`src/rtl/psfs_pkg.sv`:
```
package psfs_pkg;

  localparam int CODE_W = 16;

  typedef struct packed {
    logic sd_n;
    logic warn_n;
    logic hiz;
  } stat_t;

  // Next state of a hysteretic comparator: set strictly above set_lvl,
  // hold while strictly above clr_lvl.
  function automatic logic hyst_next(input logic act,
                                     input logic [CODE_W-1:0] code,
                                     input logic [CODE_W-1:0] set_lvl,
                                     input logic [CODE_W-1:0] clr_lvl);
    if (!act) return (code > set_lvl);
    return (code > clr_lvl);
  endfunction

  // Joint status code; mask_n low hides every fault.
  function automatic stat_t encode(input logic mask_n, input logic uv,
                                   input logic ovl, input logic err,
                                   input logic warn);
    stat_t s;
    if (!mask_n) begin
      s = '{sd_n: 1'b1, warn_n: 1'b1, hiz: 1'b1};
    end else begin
      s.sd_n   = ~(uv | ovl | err);
      s.warn_n = ~(warn | err);
      s.hiz    = uv | ovl | err;
    end
    return s;
  endfunction

endpackage

```
`src/rtl/psfs_sup_filter.sv`:
```
module psfs_sup_filter #(
  parameter int FILT_LEN = 4
) (
  input  logic clk,
  input  logic rst_n,
  input  logic raw_ok,
  output logic ok_q
);
  localparam int CW = (FILT_LEN > 2) ? $clog2(FILT_LEN) : 1;
  localparam logic [CW-1:0] LAST = CW'(FILT_LEN - 1);

  logic       s1, s2;
  logic [CW-1:0] cnt;
  logic       differs;
  logic       flip_ev;

  always_ff @(posedge clk or negedge rst_n) begin
    if (!rst_n) begin
      s1 <= 1'b0;
      s2 <= 1'b0;
    end else begin
      s1 <= raw_ok;
      s2 <= s1;
    end
  end

  assign differs = (s2 != ok_q);
  assign flip_ev = differs && (cnt == LAST);

  always_ff @(posedge clk or negedge rst_n) begin
    if (!rst_n) begin
      cnt  <= '0;
      ok_q <= 1'b0;
    end else if (flip_ev) begin
      cnt  <= '0;
      ok_q <= s2;
    end else if (differs) begin
      cnt  <= cnt + 1'b1;
    end else begin
      cnt  <= '0;
    end
  end

  // the filtered state moves only after FILT_LEN agreeing samples
  assert_filter_len_R6: assert property (@(posedge clk) disable iff (!rst_n)
    !$stable(ok_q) |-> $past(cnt) == LAST);

  // a sample equal to the held state restarts the count
  assert_count_restart_R6: assert property (@(posedge clk) disable iff (!rst_n)
    !differs |=> cnt == '0);

endmodule

```
`src/rtl/psfs_temp_hyst.sv`:
```
module psfs_temp_hyst
  import psfs_pkg::*;
#(
  parameter int TEMP_W  = 8,
  parameter int SET_LVL = 125,
  parameter int CLR_LVL = 100
) (
  input  logic              clk,
  input  logic              rst_n,
  input  logic [TEMP_W-1:0] temp,
  output logic              act
);
  logic [CODE_W-1:0] code;
  logic              nxt;

  assign code = CODE_W'(temp);
  assign nxt  = hyst_next(act, code, CODE_W'(SET_LVL), CODE_W'(CLR_LVL));

  always_ff @(posedge clk or negedge rst_n) begin
    if (!rst_n) act <= 1'b0;
    else        act <= nxt;
  end

  // crossing above the set level activates on the next edge
  assert_hyst_set_R2: assert property (@(posedge clk) disable iff (!rst_n)
    (!act && code > CODE_W'(SET_LVL)) |=> act);

  // an active level holds while above the clear level
  assert_hyst_hold_R3: assert property (@(posedge clk) disable iff (!rst_n)
    (act && code > CODE_W'(CLR_LVL)) |=> act);

  // at or below the clear level the flag drops
  assert_hyst_clear_R3: assert property (@(posedge clk) disable iff (!rst_n)
    (code <= CODE_W'(CLR_LVL)) |=> !act);

endmodule

```
`src/rtl/psfs_status_out.sv`:
```
module psfs_status_out
  import psfs_pkg::*;
(
  input  logic clk,
  input  logic rst_n,
  input  logic mask_n,
  input  logic uv,
  input  logic ovl,
  input  logic err,
  input  logic warn,
  output logic sd_n,
  output logic warn_n,
  output logic hiz
);
  stat_t nxt;

  assign nxt = encode(mask_n, uv, ovl, err, warn);

  always_ff @(posedge clk or negedge rst_n) begin
    if (!rst_n) begin
      sd_n   <= 1'b1;
      warn_n <= 1'b1;
      hiz    <= 1'b1;
    end else begin
      sd_n   <= nxt.sd_n;
      warn_n <= nxt.warn_n;
      hiz    <= nxt.hiz;
    end
  end

  // a reset request masks every status and holds the bridges off
  assert_mask_R9: assert property (@(posedge clk) disable iff (!rst_n)
    !mask_n |=> (sd_n && warn_n && hiz));

  // overload drives shutdown on the next edge
  assert_ovl_R8: assert property (@(posedge clk) disable iff (!rst_n)
    (mask_n && ovl) |=> (!sd_n && hiz));

  // undervoltage drives shutdown on the next edge
  assert_uv_R5: assert property (@(posedge clk) disable iff (!rst_n)
    (mask_n && uv) |=> (!sd_n && hiz));

endmodule

```
`src/rtl/pstage_fault_sup.sv`:
```
module pstage_fault_sup #(
  parameter int N_SUP    = 3,
  parameter int TEMP_W   = 8,
  parameter int FILT_LEN = 4,
  parameter int WARN_SET = 125,
  parameter int WARN_CLR = 100,
  parameter int ERR_SET  = 155,
  parameter int ERR_CLR  = 130
) (
  input  logic              clk,
  input  logic              rst_n,
  input  logic              reset_req_n,
  input  logic [N_SUP-1:0]  sup_ok,
  input  logic [TEMP_W-1:0] temp_c,
  input  logic              ovl_flag,
  output logic              sd_n,
  output logic              warn_n,
  output logic              hiz_all
);
  logic [N_SUP-1:0] ok_filt;
  logic             uv_any;
  logic             warn_act;
  logic             err_act;

  for (genvar i = 0; i < N_SUP; i++) begin : g_sup
    psfs_sup_filter #(.FILT_LEN(FILT_LEN)) u_filt (
      .clk   (clk),
      .rst_n (rst_n),
      .raw_ok(sup_ok[i]),
      .ok_q  (ok_filt[i])
    );
  end

  assign uv_any = ~(&ok_filt);

  psfs_temp_hyst #(.TEMP_W(TEMP_W), .SET_LVL(WARN_SET), .CLR_LVL(WARN_CLR)) u_warn (
    .clk  (clk),
    .rst_n(rst_n),
    .temp (temp_c),
    .act  (warn_act)
  );

  psfs_temp_hyst #(.TEMP_W(TEMP_W), .SET_LVL(ERR_SET), .CLR_LVL(ERR_CLR)) u_err (
    .clk  (clk),
    .rst_n(rst_n),
    .temp (temp_c),
    .act  (err_act)
  );

  psfs_status_out u_out (
    .clk   (clk),
    .rst_n (rst_n),
    .mask_n(reset_req_n),
    .uv    (uv_any),
    .ovl   (ovl_flag),
    .err   (err_act),
    .warn  (warn_act),
    .sd_n  (sd_n),
    .warn_n(warn_n),
    .hiz   (hiz_all)
  );

  // bridges are only driven when shutdown is not signalled
  assert_hiz_sd_R10: assert property (@(posedge clk) disable iff (!rst_n)
    !hiz_all |-> sd_n);

  // a thermal error never exists without the warning level
  assert_err_warn_R4: assert property (@(posedge clk) disable iff (!rst_n)
    err_act |-> warn_act);

  // while supplies are filtered low the bridges stay off
  assert_powerup_R1: assert property (@(posedge clk) disable iff (!rst_n)
    uv_any |=> hiz_all);

endmodule

```
`config.mk`:
```
export PLATFORM = sky130hd
export DESIGN_NAME = pstage_fault_sup
export DESIGN_NICKNAME = d
export VERILOG_FILES = /design/src/rtl/psfs_pkg.sv /design/src/rtl/psfs_sup_filter.sv /design/src/rtl/psfs_temp_hyst.sv /design/src/rtl/psfs_status_out.sv /design/src/rtl/pstage_fault_sup.sv
export SDC_FILE = /design/constraint.sdc
export NUM_CORES = 1
export LEC_CHECK = 0
export BUFFER_PORTS_ARGS = -buffer_cell sky130_fd_sc_hd__buf_2
export CAP_MARGIN = 20
export CORE_ASPECT_RATIO = 1.2
export CORE_UTILIZATION = 40
export DETAILED_ROUTE_END_ITERATION = 10
export PLACE_DENSITY_LB_ADDON = 0.05
export SLEW_MARGIN = 20
export SYNTH_ARGS = -nofsm -noshare
export SYNTH_HDL_FRONTEND = slang
export SYNTH_SLANG_ARGS = --single-unit
```
`constraint.sdc`:
```
create_clock -name clk -period 2 [get_ports clk]
set_input_delay 0.1 -clock clk [delete_from_list [all_inputs] [get_ports clk]]
set_output_delay 0.1 -clock clk [all_outputs]
set_load 0.005 [all_outputs]
```
==> results.tsv <==
metric	value	unit
required	2.18	ns
outcome	finished clean	
track_usage	0.1320	
ys.flop_type	dfrtp_1	
worstSetupPathType	flip-flop to flip-flop	
clk_pin_slew	0.10	ns
hold_depth	2	
ys_ff_latch	20	
finalSetupViolCount	0	
cts_root_buf	clkbuf_4	
grt_pass1_vias	526	
clockBufferDepth	2	
cts_setup_buffers	0	
p_leak	0.0004416	uW
async_reset_ff_frac	1.000	
syn_nets	70	
via_per_inst	5.000	
cts_max_level	1	
coreArea	1702	um^2
io_pins	18	
power.density	1010	nW/um^2
drt_drc_violations_left	0	
synth_top_cell_by_area	dfrtp_1	
worst_pin_slew	0.4302	ns
p_total	956.7	uW
place_congestion	0.6420	
maxCapViolCount	0	
hold_violations	0	
r2r_slack	0.84	ns
max_slew_margin	0.7132	
avgSynthCellArea	14.49	um^2
maxClockFrequency	860.7	MHz
cts.sinks	20	
crit_path_end_kind	flip-flop	
ys_top_cells_by_area	dfrtp_1 56%, dfstp_2 10%, ha_1 5.0%	
peakVddDrop	0.0005665	V
grt_pass1_wl	2097	um
dpl.cell_count	87	
die_area	2061	um^2
seq_area_frac_synth	0.6694	
setup.worst_path.start_class	flip-flop	
routedWlPerCell	11.73	um
ant_nets	0	
antenna_found_initial	0	
synth_top_cells_by_count	17 x dfrtp_1, 4 x nor3_1	
crit_slowest_cell	dfrtp_1	
num_vias	485	
min_path_type	primary input to flip-flop	
fin_nets	98	
slowest_delay	0.42	ns
yosys_warnings	0	
synth_edf_count	0	
grt.overflow.total	0	
post-route-min-period	1.162	ns
crit_chain	a21o_2 > a22o_2 > o31a_1	
syn-cell-area	753.2	um^2
grt_max_degree	21	
routed_wl	1138	um
antennaDiodeCount	0	
start_util	0.4426	
yosysMostFrequentCell	dfrtp_1	
critPathMaxFanout	4	
yosysTopAreaCellShare	0.5648	
synth_cell_type_count	20	
rsz0062_at_grt	no	
die_h	49.54	um
die_x	41.62	um
setup_tns	0	ns
clock_skew	0.004839	ns
slew_violations	0	
cts_tree	built	
fin_crit_sh	0.5809	
timing.hold.ws	0.01582	ns
firstDrtPassIters	1	
drt_iter0_drc	0	
instances_no_fill	97	
r2r_cells	3	
portBuffers	17	
syn_to_final_growth	25.75	%
crit_arrival	1.34	ns
drive_gt1_frac	0.3544	
dp_hpwl	832	um
cts_buffers	3	
clock_latency	0.29	ns
synthCells	52	
rows	16	
[cell usage in the layout (no fill, tap or decap), drive strengths merged]
cell         Yosys  routed
a21oi            1       1
nor3b            3       3
dfstp            3       3
ha               3       3
a21o             2       2
nand2            2       2
a211o            1       1
inv              1       1
a41o             1       1
o21ai            3       3
o31ai            1       1
o31a             1       1
nor3             4       4
dlygate4sd3      0       6
a22o             1       1
or4b             1       1
clkbuf           0       4
buf              0      17
mux2             3       3
nand2b           1       1
dfrtp           17      17
xnor2            3       3
[timing repair]
action                                 CTS  global route
resized for setup                        0             0
hold buffers                             6             0
endpoints found under the hold margin   23             0
[layout make-up]
cell class / instances / area, um^2
Fill cell: 150 / 754.5
Clock buffer: 4 / 26.28
Inverter: 1 / 3.754
Timing Repair Buffer: 23 / 145.1
Tap cell: 18 / 22.52
Multi-Input combinational cell: 31 / 245.2
Sequential cell: 20 / 504.2
[metal layers]
layer,GRT usage,wire (um),vias up
li1,-,-,243
met2,0.2266,560,13
met4,0.01613,0,0
met1,0.1659,535,229
met5,0,0,-
met3,0.04396,41,0
[path summary, 6_finish.rpt]
check / endpoint / startpoint
max: u_err.act / u_err.act
min: u_warn.act / temp_c[7]
max reg2reg: u_err.act / u_err.act
min reg2reg: g_sup[2].u_filt.s2 / g_sup[2].u_filt.s1
max in group asynchronous: u_out.hiz / rst_n
min in group asynchronous: g_sup[1].u_filt.cnt[0] / rst_n
[worst max-delay path: cells and delay by family, from the launching register on]
| kind | cells | cell delay (ns) |
|---|---|---|
| compound gates | 3 | 0.63 |
| flops | 1 | 0.42 |
[where the power goes]
group	internal, uW	switching, uW	total (uW)
registers	498	53.4	552
clock network	77.4	112	189
logic	127	88.2	216
[cells by family after synthesis]
group / after synthesis / share of synthesized area
flip-flops: 20 / 0.6694
AO/OA/AOI/OAI: 11 / 0.1080
AND/OR/NAND/NOR: 11 / 0.08805
XOR/XNOR: 3 / 0.03489
multiplexers: 3 / 0.04485
adder cells (fa/ha/maj): 3 / 0.04984
buffers and inverters: 1 / 0.004979
[stage by stage]
step                      area, um^2    util  setup slack (ns)
after CTS                      947.2  0.5566            0.8341
final                          947.2  0.5566            0.8381
after detailed placement       860.8  0.5059            0.7479
after global placement         860.8  0.5059            0.7536
after global routing           947.2  0.5566            0.7882
after floorplan                753.2       -            0.8923
[sequential cells by signal, summed over array words and instances (netlist names)]
signal / count
u_err.act: 1
u_out.warn_n: 1
u_out.hiz: 1
g_sup.u_filt.ok_q: 3
g_sup.u_filt.s1: 3
u_out.sd_n: 1
g_sup.u_filt.s2: 3
g_sup.u_filt.cnt: 6
u_warn.act: 1
Power figures use the tool's default switching activity.
